==> src/rtl/memclr_pkg.sv <==
package memclr_pkg;

  typedef enum logic {
    ST_ZEROING = 1'b0,
    ST_RUNNING = 1'b1
  } clrState_t;

  // strobes from the controller to the datapath
  typedef struct packed {
    logic sweepHold;  // force sweep counter to address 0
    logic sweepWr;    // issue one zero write and advance
    logic userPass;   // route user port to memory
  } clrStrobe_t;

endpackage

==> src/rtl/memClrCtrl.sv <==
module memClrCtrl
  import memclr_pkg::*;
(
  input  logic       clk,
  input  logic       rst,
  input  logic       sweepDone,
  output clrStrobe_t strb,
  output logic       ready
);

  clrState_t stateQ;
  clrState_t stateD;

  always_comb begin
    stateD = stateQ;
    if (stateQ == ST_ZEROING && sweepDone) stateD = ST_RUNNING;
  end

  always_ff @(posedge clk) begin
    if (rst) stateQ <= ST_ZEROING;
    else     stateQ <= stateD;
  end

  always_comb begin
    strb.sweepHold = rst;
    strb.sweepWr   = (stateQ == ST_ZEROING) && !rst;
    strb.userPass  = (stateQ == ST_RUNNING) && !rst;
  end

  assign ready = (stateQ == ST_RUNNING);

  AST_RST_DROPS_READY: assert property (@(posedge clk) rst |=> !ready);

  AST_LAST_ENTERS_RUN: assert property (@(posedge clk) disable iff (rst)
    (strb.sweepWr && sweepDone) |=> ready);

  AST_READY_HOLDS: assert property (@(posedge clk) disable iff (rst)
    ready |=> ready);

endmodule

==> src/rtl/memClrPath.sv <==
module memClrPath
  import memclr_pkg::*;
#(
  parameter int DEPTH  = 16384,
  parameter int DATA_W = 50,
  localparam int ADDR_W = (DEPTH > 1) ? $clog2(DEPTH) : 1
) (
  input  logic              clk,
  input  clrStrobe_t        strb,
  input  logic              userWe,
  input  logic [ADDR_W-1:0] userAddr,
  input  logic [DATA_W-1:0] userData,
  output logic              sweepDone,
  output logic              memWe,
  output logic [ADDR_W-1:0] memAddr,
  output logic [DATA_W-1:0] memData
);

  localparam logic [ADDR_W-1:0] LAST_ADDR = ADDR_W'(DEPTH - 1);

  logic [ADDR_W-1:0] sweepAddr;

  always_ff @(posedge clk) begin
    if (strb.sweepHold)    sweepAddr <= '0;
    else if (strb.sweepWr) sweepAddr <= sweepAddr + 1'b1;
  end

  assign sweepDone = (sweepAddr == LAST_ADDR);

  // write-port multiplexer: sweep, user, or idle
  always_comb begin
    memWe   = 1'b0;
    memAddr = sweepAddr;
    memData = '0;
    if (strb.sweepWr) begin
      memWe   = 1'b1;
      memAddr = sweepAddr;
      memData = '0;
    end else if (strb.userPass) begin
      memWe   = userWe;
      memAddr = userAddr;
      memData = userData;
    end
  end

  AST_SWEEP_STEP: assert property (@(posedge clk) disable iff (strb.sweepHold)
    (strb.sweepWr && $past(strb.sweepWr)) |-> memAddr == ADDR_W'($past(memAddr) + 1'b1));

  AST_SWEEP_START: assert property (@(posedge clk)
    ($past(strb.sweepHold) && strb.sweepWr) |-> memAddr == '0);

endmodule

==> src/rtl/memClearSeq.sv <==
module memClearSeq
  import memclr_pkg::*;
#(
  parameter int DEPTH  = 16384,
  parameter int DATA_W = 50,
  localparam int ADDR_W = (DEPTH > 1) ? $clog2(DEPTH) : 1
) (
  input  logic              clk,
  input  logic              rst,
  input  logic              userWe,
  input  logic [ADDR_W-1:0] userAddr,
  input  logic [DATA_W-1:0] userData,
  output logic              memWe,
  output logic [ADDR_W-1:0] memAddr,
  output logic [DATA_W-1:0] memData,
  output logic              ready
);

  clrStrobe_t strb;
  logic       sweepDone;

  memClrCtrl u_ctrl (
    .clk       (clk),
    .rst       (rst),
    .sweepDone (sweepDone),
    .strb      (strb),
    .ready     (ready)
  );

  memClrPath #(
    .DEPTH  (DEPTH),
    .DATA_W (DATA_W)
  ) u_path (
    .clk       (clk),
    .strb      (strb),
    .userWe    (userWe),
    .userAddr  (userAddr),
    .userData  (userData),
    .sweepDone (sweepDone),
    .memWe     (memWe),
    .memAddr   (memAddr),
    .memData   (memData)
  );

  AST_NO_WRITE_IN_RST: assert property (@(posedge clk) rst |-> !memWe);

  AST_CLEAR_ZERO_DATA: assert property (@(posedge clk) disable iff (rst)
    !ready |-> (memWe && memData == '0));

  AST_RUN_FOLLOWS_USER: assert property (@(posedge clk) disable iff (rst)
    ready |-> (memWe == userWe && memAddr == userAddr && memData == userData));

endmodule

==> config.mk <==
export PLATFORM = sky130hd
export DESIGN_NAME = memClearSeq
export DESIGN_NICKNAME = d
export VERILOG_FILES = /design/src/rtl/memclr_pkg.sv /design/src/rtl/memClrCtrl.sv /design/src/rtl/memClrPath.sv /design/src/rtl/memClearSeq.sv
export SDC_FILE = /design/constraint.sdc
export NUM_CORES = 1
export LEC_CHECK = 0
export BUFFER_PORTS_ARGS = -buffer_cell sky130_fd_sc_hd__buf_2
export CORE_MARGIN = 2
export CORE_UTILIZATION = 35
export CTS_CLUSTER_DIAMETER = 80
export DETAILED_ROUTE_END_ITERATION = 7
export GPL_TIMING_DRIVEN = 0
export PLACE_DENSITY = 0.83
export SLEW_MARGIN = 0
export SYNTH_ARGS = -nofsm -noshare
export SYNTH_HDL_FRONTEND = slang
export SYNTH_SLANG_ARGS = --single-unit
==> constraint.sdc <==
create_clock -name clk -period 1.65 [get_ports clk]
set_clock_uncertainty 0.15 [all_clocks]
set_input_delay 0.165 -clock clk [delete_from_list [all_inputs] [get_ports clk]]
set_output_delay 0.165 -clock clk [all_outputs]
set_load 0.005 [all_outputs]
==> results of run 1 <==
cells in the mapped netlist, types with 2 or more instances:
| cell | n | area share, % |
|---|---|---|
| nand3_2 | 3 | 2.4 |
| nand4_1 | 2 | 1.0 |
| clkbuf_1 | 7 | 2.1 |
| o21ai_0 | 2 | 0.80 |
| mux2_2 | 13 | 12 |
| a21oi_1 | 2 | 0.80 |
| inv_1 | 2 | 0.60 |
| buf_2 | 2 | 0.80 |
| and2_1 | 50 | 25 |
| nand2_1 | 4 | 1.2 |
| nor2_1 | 13 | 3.9 |
| nor2b_1 | 5 | 2.5 |
| xnor2_1 | 2 | 1.4 |
| nand3_1 | 3 | 1.2 |
| mux2_4 | 2 | 2.4 |
| dfxtp_1 | 15 | 24 |
| xor2_1 | 7 | 4.9 |
cell families after synthesis:
family | count (synthesis) | synth area share (%)
AOI/OAI and AO/OA | 7 | 3.800
muxes | 16 | 14.90
adders and majority gates | 1 | 0.9998
buffers and inverters | 12 | 4.401
and+or+nand+nor | 91 | 45.60
xor gates and xnor gates | 9 | 6.300
DFF | 15 | 24.00
worst max-delay path: stages (launching register included):
cell	delay (ns)
dfxtp_2	0.35
nor2b_4	0.26
buf_6	0.19
mux2_4	0.32
buf_6	0.12
flip-flops by register name (all words and copies together) (netlist names):
| name | count |
|---|---|
| u_ctrl.ready | 1 |
| u_path.sweepAddr | 14 |
per-layer routing:
layer	vias up	GRT usage (%)	wire, µm
met5	-	0	0
met4	0	4.348	148
met3	14	4.930	341
met2	78	37.50	3050
met1	743	24.62	1912
li1	791	-	-
power breakdown:
group	internal (mW)	switching [mW]	total [mW]	leakage (nW)
Sequential	0.368	0.0100	0.378	0.122
Clock	0.0940	0.120	0.214	0.0150
Combinational	0.0868	0.0535	0.140	1.22
final timing paths:
kind | start | end | slack (ns) | depth (start not counted)
worst min register to register | u_path.sweepAddr[5] | u_path.sweepAddr[5] | 0.39 | 2
worst min-delay path | rst | u_path.sweepAddr[5] | 0.30 | 3
worst max-delay path | u_ctrl.ready | memAddr[3] | -0.20 | 4
worst max register to register | u_ctrl.ready | u_path.sweepAddr[13] | -0.10 | 6
what timing repair did:
action,CTS,global route
buffers inserted,1,8
hold buffers,0,0
gates cloned,3,2
setup endpoints to repair,64,68
gates resized for setup,60,49
pin swaps,22,13
endpoints found under the hold margin,0,0
metrics by stage:
step,hold WS (ns),setup slack (ns)
after floorplan,0.2737,0.1295
after CTS,0.2914,-0.2049
after global routing,0.3147,-0.2377
final,0.2961,-0.1959
after global placement,0.3675,-0.1289
after detailed placement,0.3817,-0.1590
cell type report:
type	instances	area, µm²
buffer	8	91.34
clock buffer	4	26.28
fill	238	844.6
inverter	2	7.507
multi-input combinational	124	1023
sequential	15	301.5
tap	46	57.56
timing repair buffer	145	1037
==> results.md, run 1 <==
- The number of antenna diodes in the final layout is 0.
- The required time of the critical path is around 1.3 ns.
- Clock latency on the worst-skew pair, taken at its later pin, is between 0.2 and 0.3 ns.
- The aggregate routed wire length is between 5000 and 6000 µm.
- The max-slew headroom at the worst pin is around 68%.
- The setup TNS is -6.551 ns.
- The initialized floorplan defines 21 standard-cell rows.
- The distinct cell type count of the synthesized netlist is 34.
- The worst-case setup margin in the final layout is -0.1959 ns.
- In the routed design, unresolved DRC markers number 0.
- After layout, the worst path uses 111.9% of the clock period.
- The global-route congestion overflow total is 0.
- The synthesized design contains 15 register bits.
- The most common cell after layout, fill and taps aside is buf_2.
- The area growth from synthesis to layout is 103.4%.
- Summed over all cells, the static leakage comes to around 1.4 nW.
- Detailed placement ended at an HPWL of about 3100 µm.
- The final cell area excluding filler cells is 2545 µm².
- Max-cap violations in this run came to 0.
- The number of top-level pins is between 100 and 150.
- The CTS tree is yes.
- Setup repair after global routing could not meet its margin everywhere.
- The final count of negative-setup-slack endpoints is between 50 and 60.
- The buffer depth of the longest clock path is 2.
- In this run the vertical extent of the chip is approximately 64 µm.
- Global routing consumed, over all layers together, roughly a fifth of the routing resources.
- In the routed layout, each cell is associated on average with a via count of between 4 and 5.
- The number of antenna violations at the first check in global routing is 0.
- For this run, the share of the core covered by cells in the final layout is between 70 and 80%.
- The endpoint type of the worst setup path is an output pin.
- The finished layout holds approximately 340 standard cells, fillers aside.
- The number of failing hold endpoints at the final stage came to 0.
- At the end of routability-driven placement, the weighted congestion stood at approximately 0.78.
- After floorplanning, the core was sized to cover roughly 3400 µm².
- The area of the mapped netlist is 1251 µm².
- In this run the mean area of a mapped cell was slightly above 8 µm².
- Counting every instance in the synthesized netlist gives 151.
- The path type of the worst setup path is reg -> out.
- The worst setup path is launched from a flip-flop.
- The sequential area share after synthesis is 24.00%.
- In this run the remaining antenna-violating nets after routing total 0.
- From left edge to right edge, the die measures between 60 and 70 µm.
- For this block, the via count after detailed routing is roughly 1600.
- In this run the number of H-tree levels came out at 1.
- The worst vdd rail ir drop is approximately 0.33 mV.
- Yosys mapped a number of flops with a built-in enable equal to 0.
- The tree is rooted in a clkbuf_4.
- The arrival time at the worst endpoint is approximately 1.5 ns.
- The routed wire length per instance is roughly 16 µm.
- The quantity of I/O buffers inserted on ports is between 100 and 150.
- The top flip-flop cell by instance count after synthesis is dfxtp_1.
- The async set-reset flop share out of synthesis is 0%.
- The top cell types in the final layout, fill and taps aside, are 94 x buf_2, 42 x buf_6, 25 x and2_1, 25 x and2_4, 15 x mux2_4.
- The via count of the first global-routing pass came to 1475.
- Including well taps, the total number of placed cells is roughly 330.
- The run finished, with violations left.
- The shortest clock period the worst path allows after layout is approximately 1.8 ns.
- The net count after synthesis is ~220.
- Clock tree synthesis inserted a total of 3 buffers.
- The first-pass GRT wire length is 6803 µm.
- CTS saw 15 sinks.
- Of all nets on the critical path, the largest fanout is 7.
- The total count of max-transition violations in the final report is 0.
- The count of routing violations after the opening detailed-route iteration is 38.
- Once the floorplan was initialized, standard cells occupied around 37% of the core.
- The ratio of total power to cell area is roughly 290 nW/µm².
- The class of the tightest hold or removal check is in -> reg.
- The number of iterations in the first detailed-routing pass is 4.
- The maximum number of pins on one net before global-route repair is 11.
- The final reports fail on negative setup slack.
- For the pin with the worst max-slew slack, the measured transition is about 0.47 ns.
- The highest achievable clock rate is between 500 and 600 MHz.
- Cells with a size suffix above 1 make up between 60% and 70% of the layout.
- Overall power consumption after layout is estimated at between 0.7 and 0.8 mW.
- The clock transition at the registers of the reported paths is ~0.09 ns.
- The count of yosys warnings during synthesis is 0.
- The instance area after placement is ~2000 µm².
- The total die area is between 4000 and 5000 µm².
- The final layout contains around 370 nets.
Note: power is estimated with default switching activity, not from simulation.
==> run 2: changes to the inputs <==
==> constraint.sdc (replaced) <==
create_clock -name clk -period 2 [get_ports clk]
set_clock_uncertainty 0.15 [all_clocks]
set_input_delay 0.2 -clock clk [delete_from_list [all_inputs] [get_ports clk]]
set_output_delay 0.2 -clock clk [all_outputs]
set_load 0.005 [all_outputs]
==> run 2 against run 1 <==
The run now ends clean. Cell count decreased by 2.9%. Critical path depth increased by 1. Wire length decreased by 30%. Sequential power decreased by 18%. Utilization decreased by 15 points. Total power decreased by 21%. Via count decreased by 11%. Hold slack improved by 0.023 ns. Global-route usage decreased by 2.4 points. Critical path type unchanged. Largest power group unchanged.
==> results.md, run 2 (synthesis results as in run 1) <==
- The global-route congestion overflow total is 0 (unchanged).
- The die outline height is 63.79 µm (unchanged).
- Setup repair after global routing could not meet its margin everywhere.
- The routed wire length per instance came to 11.46 µm (-28%).
- The clock net sink count is 15 (unchanged).
- The cell count after placement was 329 (unchanged).
- The aggregate global-route resource usage is 18.27% (-2.4 points).
- The net total in the final layout is 357 (-2.7%).
- The final cell area excluding filler cells is 2029 µm² (-20%).
- The worst vdd rail ir drop was 0.2808 mV (-15%).
- The total die area is 4069 µm² (unchanged).
- The via count normalized by instance count is 4.329 (-8.4%).
- u_path.sweepAddr holds more flip-flops than any other register.
- The shortest clock period the worst path allows after layout is around 2 ns.
- The slack of the worst reg-to-reg path is 0.41 ns (+0.51 ns).
- The remaining antenna violation count is 0 (unchanged).
- The number of vias after detailed routing is 1446 (-11%).
- The max-capacitance violation count is 0 (unchanged).
- The total count of max-transition violations in the final report was 0 (unchanged).
- The count of standard-cell rows is 21 (unchanged).
- The required time of the critical path is 1.65 ns (+0.32 ns).
- The critical path goes through buf_6 -> nor2b_4 -> buf_2 -> mux2_2 -> buf_2.
- The critical path's slowest cell is dfxtp_1.
- The maximum number of pins on one net before global-route repair is 11 (unchanged).
- The quantity of I/O buffers inserted on ports is 132 (unchanged).
- The worst-case setup margin in the final layout came to 0.04016 ns (+0.2361 ns).
- The ratio of total power to cell area was 286.1 nW/µm² (-0.55%).
- The fraction of the core area covered by cells at the end of the flow is 59.87% (-15 points).
- The endpoint type of the worst setup path is an output pin.
- The aggregate routed wire length is 3828 µm (-30%).
- The first-pass GRT wire length is 6120 µm (-10%).
- The class of the tightest hold or removal check is in -> reg.
- The arrival time at the worst endpoint is 1.61 ns (+0.08 ns).
- The clock tree root driver cell is clkbuf_4.
- The number of failing hold endpoints at the final stage is 0 (unchanged).
- The count of routing violations after the opening detailed-route iteration is 23 (-39%).
- The number of top-level pins is 133 (unchanged).
- The area growth from synthesis to layout is 62.20%.
- The kind of launch point of the worst setup path is a flip-flop.
- The number of fill cells is 309 (+30%).
- The number of flip-flops in the largest register is 14 (unchanged).
- The number of H-tree levels was 1 (unchanged).
- The half-perimeter wire length after detailed placement is 3136 µm (unchanged).
- The maximum net fanout on the critical path is 8 (+1).
- The worst-case setup slack after placement was 0.1560 ns (+0.3150 ns).
- The most common cell after layout, fill and taps aside is buf_2.
- TritonCTS built the clock tree.
- The static leakage power was 1.199 nW (-12%).
- The actual transition at the worst max-transition pin was 0.4560 ns (-0.01828 ns).
- The instance area after placement is 1969 µm² (unchanged).
- The total core area is 3390 µm² (unchanged).
- The final hold slack came to 0.3193 ns (+0.02321 ns).
- In this design, the critical path's most frequently occurring cell is buf_2.
- The clock transition at the registers of the reported paths is 0.09 ns (about the same).
- The number of iterations in the first detailed-routing pass came to 4 (unchanged).
- In the layout the commonest cells are 133 x buf_2, 50 x and2_1, 15 x dfxtp_1, 13 x mux2_2, 13 x nor2_1.
- The final cell count without fillers is 334 (-2.9%).
- The flip-flop and latch area is 300.3 µm² (-0.41%).
- The number of clock buffers inserted by TritonCTS is 3 (unchanged).
- The final count of negative-setup-slack endpoints came to 0 (-100%).
- The run finished with clean final reports.
- The max-slew headroom at the worst pin is 69.60% (+1.2 points).
- The clock latency reported for the late side of the worst-skew pair is 0.28 ns (about the same).
- The total DRC errors in the routed layout is 0 (unchanged).
- The highest achievable clock rate is 510.2 MHz.
- The path type of the worst setup path is reg -> out.
- The number of antenna violations at the first check in global routing is 0 (unchanged).
- The initial standard-cell utilization of the core is 36.91% (unchanged).
- The via count of the first global-routing pass is 1374 (-6.8%).
- The worst stage delay on the critical path is 0.35 ns (about the same).
- The horizontal die dimension is 63.79 µm (unchanged).
- The proportion of layout cells with a drive suffix above 1 is 59.03% (-10 points).
- The final estimated routing congestion in global placement is 0.7840 (unchanged).
- The final critical-path share of the clock period is a little over nine tenths.
- The total inserted antenna cells was 0 (unchanged).
- The buffer depth of the longest clock path is 2 (unchanged).
- The total area of multi-input combinational cells is 903.4 µm² (-12%).
==> run 2: cell count changes in the layout (fill, tap and decap cells not counted), moves of 3 or more <==
| cell | before | now |
|---|---|---|
| clkbuf_8 | 4 | 0 |
| buf_2 | 94 | 133 |
| mux2_2 | 0 | 13 |
| buf_4 | 7 | 2 |
| mux2_4 | 15 | 2 |
| clkbuf_4 | 3 | 7 |
| and2_1 | 25 | 50 |
| buf_8 | 3 | 0 |
| buf_6 | 42 | 1 |
| and2_4 | 25 | 0 |
==> run 2: worst paths after layout <==
check,from,end,cells past startpoint
worst max-delay path,u_ctrl.ready,memAddr[3],5
worst min-delay path,rst,u_path.sweepAddr[5],3
worst max register to register,u_ctrl.ready,u_path.sweepAddr[13],5
worst min register to register,u_path.sweepAddr[5],u_path.sweepAddr[5],2
==> run 2: cell type report <==
type	count	share of cell area (%)
multi-input combinational	124	44.51
clock buffer	4	1.295
tap	46	2.836
buffer	10	3.391
timing repair buffer	133	32.80
inverter	2	0.3699
sequential	15	14.80
==> run 2: where the power goes <==
part           switching [mW]  leakage [nW]  internal [mW]
combinational          0.0323          1.06         0.0615
sequential            0.00725         0.121          0.304
clock                  0.0984        0.0150         0.0776
==> run 2: metal layers <==
| metal | vias up | share of wire [%] | GRT usage, % |
|---|---|---|---|
| met5 | - | 0 | 0 |
| met4 | 0 | 0.29 | 2.717 |
| met3 | 4 | 7.0 | 4.577 |
| met2 | 58 | 50 | 32.55 |
| met1 | 612 | 43 | 22.45 |
| li1 | 772 | - | - |
==> run 2: metrics by stage <==
step	TNS, ns	total power [mW]
global route	-0.6376	0.6103
detailed placement	0	0.4116
global placement	0	0.4078
finish	0	0.5806
CTS	0	0.5834
floorplan	0	0.3421
==> run 2: critical path: cells and delay by family, from the launching register on <==
family / cells / cell delay, ns
AND/OR/NAND/NOR: 1 / 0.18
multiplexers: 1 / 0.34
buffers and inverters: 3 / 0.46
flip-flops: 1 / 0.35
==> run 2: what timing repair did <==
item	in CTS	in global routing
gates cloned	1	0
hold endpoints to repair	0	0
resized for setup	9	10
buffers inserted	0	0
hold buffers	0	0
setup endpoints to repair	53	52
==> run 3: changes to the inputs <==
--- a/config.mk
+++ b/config.mk
@@ -6,7 +6,7 @@
 export NUM_CORES = 1
 export LEC_CHECK = 0
 export BUFFER_PORTS_ARGS = -buffer_cell sky130_fd_sc_hd__buf_2
-export CORE_MARGIN = 2
+export CAP_MARGIN = 15
 export CORE_UTILIZATION = 35
 export CTS_CLUSTER_DIAMETER = 80
 export DETAILED_ROUTE_END_ITERATION = 7
==> run 3 against run 2 <==
Clock power about the same. Wire length shrank 4.5%. Global-route usage down 0.32 points. Design area is 0.62% higher. Sequential share of layout area is essentially flat. First-iteration DRC count shrank 13%. Hold slack got worse by 0.013 ns. Die area fell by 6.2%. Worst setup slack improved by 0.048 ns.
==> results.md, run 3 (synthesis results as in run 1) <==
- The horizontal die dimension was 61.79 µm (-3.1%).
- The remaining antenna violation count came to 0 (unchanged).
- The number of iterations in the first detailed-routing pass was 4 (unchanged).
- The number of flip-flops in the largest register was 14 (unchanged).
- The static leakage power was 1.211 nW (+1.0%).
- The hold-fix buffer count after cts is 0 (unchanged).
- The clock network power share is 30.4% (about the same).
- STA classifies the critical path endpoint as an output pin.
- The count of routing violations after the opening detailed-route iteration is 20 (-13%).
- The final critical-path share of the clock period was 95.58% (-2.4 points).
- The class of the tightest hold or removal check is in -> reg.
- The reg-to-reg endpoint is u_path.sweepAddr[13].
- The worst vdd rail ir drop came to 0.2375 mV (-15%).
- The global-route congestion overflow total is 0 (unchanged).
- The routed wire length per instance is 10.88 µm (-5.1%).
- The max-capacitance violation count is 0 (unchanged).
- The via count of the first global-routing pass is 1177 (-14%).
- The most common cell after layout, fill and taps aside is buf_2.
- The clock latency reported for the late side of the worst-skew pair is 0.29 ns (about the same).
- The number of failing hold endpoints at the final stage came to 0 (unchanged).
- The kind of launch point of the worst setup path is a flip-flop.
- The final estimated routing congestion in global placement was 0.7973 (+1.7%).
- The total DRC errors in the routed layout is 0 (unchanged).
- The die outline height is 61.79 µm (-3.1%).
- In this run the most critical hold path is launched from rst.
- The number of antenna violations at the first check in global routing was 0 (unchanged).
- The arrival time at the worst endpoint came to 1.56 ns (-0.05 ns).
- The internal cell power is 0.4430 mW (about the same).
- The number of H-tree levels came to 1 (unchanged).
- From synthesis to final layout, the design area changed by 63.20%.
- The initial standard-cell utilization of the core is 36.91% (unchanged).
- The half-perimeter wire length after detailed placement is 2996 µm (-4.4%).
- The worst flop-to-flop path startpoint is u_ctrl.ready.
- The power spent charging and discharging nets was 0.1401 mW (+1.6%).
- u_path.sweepAddr holds more flip-flops than any other register.
- The quantity of I/O buffers inserted on ports is 132 (unchanged).
- The total count of max-transition violations in the final report was 0 (unchanged).
- The buffer depth of the longest clock path is 2 (unchanged).
- The clock transition at the registers of the reported paths is 0.09 ns (about the same).
- The required time of the critical path was 1.65 ns (about the same).
- Setup repair after global routing left no endpoint under its margin.
- The aggregate routed wire length is 3656 µm (-4.5%).
- The highest achievable clock rate was 523.1 MHz (+2.5%).
- TritonCTS built the clock tree.
- The number of clock buffers inserted by TritonCTS is 3 (unchanged).
- The part of the power in combinational logic is 16.3% (about the same).
- For hold timing, the worst endpoint is u_path.sweepAddr[5].
- The share of power burned in registers is 53.2% (-0.3 points).
- The maximum number of pins on one net before global-route repair came to 11 (unchanged).
- The total power was 0.5831 mW (+0.43%).
- The count of standard-cell rows is 21 (unchanged).
- The worst setup path is of the reg -> out kind.
- The worst reg-to-reg path cell count is 6 (+1).
- The aggregate global-route resource usage was 17.95% (-0.32 points).
- The total core area is 3390 µm² (unchanged).
- The clock tree root driver cell is clkbuf_4.
- The flow ran to the end, and the final reports show no timing, DRC or antenna violations.
- The setup TNS is 0 ns (unchanged).
- The count of cells along the worst hold path is 3 (unchanged).
- The total die area came to 3818 µm² (-6.2%).
- The number of top-level pins is 133 (unchanged).
- The fraction of the core area covered by cells at the end of the flow came to 60.24% (+0.37 points).
- The proportion of layout cells with a drive suffix above 1 is 59.66% (+0.63 points).
- The number of vias after detailed routing is 1494 (+3.3%).
- The max-slew headroom at the worst pin is 67.26% (-2.3 points).
- The final count of negative-setup-slack endpoints is 0 (unchanged).
- Leaving out fill and tap cells, the most frequent cells in the layout are 134 x buf_2, 50 x and2_1, 14 x dfxtp_1, 13 x mux2_2, 13 x nor2_1.
- The total inserted antenna cells is 0 (unchanged).
- The ratio of total power to cell area is 285.6 nW/µm² (-0.19%).
- The first-pass GRT wire length is 5023 µm (-18%).
- The maximum net fanout on the critical path was 5 (-3).
- The shortest clock period the worst path allows after layout is 1.912 ns (-0.04828 ns).
- The net total in the final layout is 359 (+0.56%).
- The actual transition at the worst max-transition pin is 0.4911 ns (+0.03507 ns).
- The via count normalized by instance count is 4.446 (+2.7%).
- The clock net sink count is 15 (unchanged).
- The slack of the worst reg-to-reg path came to 0.27 ns (-0.14 ns).
- The fraction of power spent switching nets is 24.03% (+0.29 points).
[run 3: repair_timing]
item,CTS,global route
gates cloned,1,1
setup endpoints to repair,53,61
gates resized for setup,9,9
hold endpoints to repair,0,0
setup buffers,0,1
[run 3: metrics by stage]
stage | hold slack, ns | cell area (µm²) | setup slack, ns | instances
after floorplan | 0.3356 | 1251 | 0.4445 | 151
after global placement | 0.3677 | 1969 | 0.1973 | 329
after detailed placement | 0.3859 | 1969 | 0.1719 | 329
after CTS | 0.2921 | 2018 | 0.03087 | 334
after global routing | 0.3555 | 2042 | 0.01280 | 336
final | 0.3064 | 2042 | 0.08844 | 336
[run 3: power groups by stage]
stage / combinational, mW / clock, mW / sequential (mW)
after floorplan: 0.0262 / 0 / 0.316
after global placement: 0.0913 / 0 / 0.317
after detailed placement: 0.0950 / 0 / 0.318
after CTS: 0.0958 / 0.182 / 0.311
after global routing: 0.107 / 0.195 / 0.312
final: 0.0951 / 0.178 / 0.310
[run 3: final cells by class]
class / instances / area (µm²)
Tap cell: 46 / 57.56
Buffer: 10 / 65.06
Clock buffer: 4 / 26.28
Multi-Input combinational cell: 124 / 903.4
Sequential cell: 15 / 301.5
Timing Repair Buffer: 135 / 680.7
Fill cell: 308 / 1348
Inverter: 2 / 7.507
[run 3: worst max path at each step]
stage	start	end	slack [ns]	cells after the start
final	u_ctrl.ready	memAddr[13]	0.09	5
after global routing	u_ctrl.ready	memAddr[13]	0.01	5
after CTS	u_ctrl.ready	memAddr[10]	0.03	5
after detailed placement	u_ctrl.ready	memData[23]	0.17	6
after global placement	u_ctrl.ready	memData[23]	0.20	6
after floorplan	u_ctrl.ready	memData[10]	0.44	5
[run 3: critical path: stages, from the launching register on]
cell and delay, ns:
dfxtp_2 0.34, buf_6 0.09, nor2b_4 0.19, buf_4 0.18
mux2_2 0.34, buf_2 0.13
[run 3: routing by layer]
layer  track usage (%)  routed length (µm)  share of wire, %  up-vias
li1                  -                   -                 -      775
met1             23.56                1596                44      657
met2             29.95                1813                50       58
met3             4.969                 227               6.2        4
met4             2.857                  18              0.49        0
met5                 0                   0                 0        -
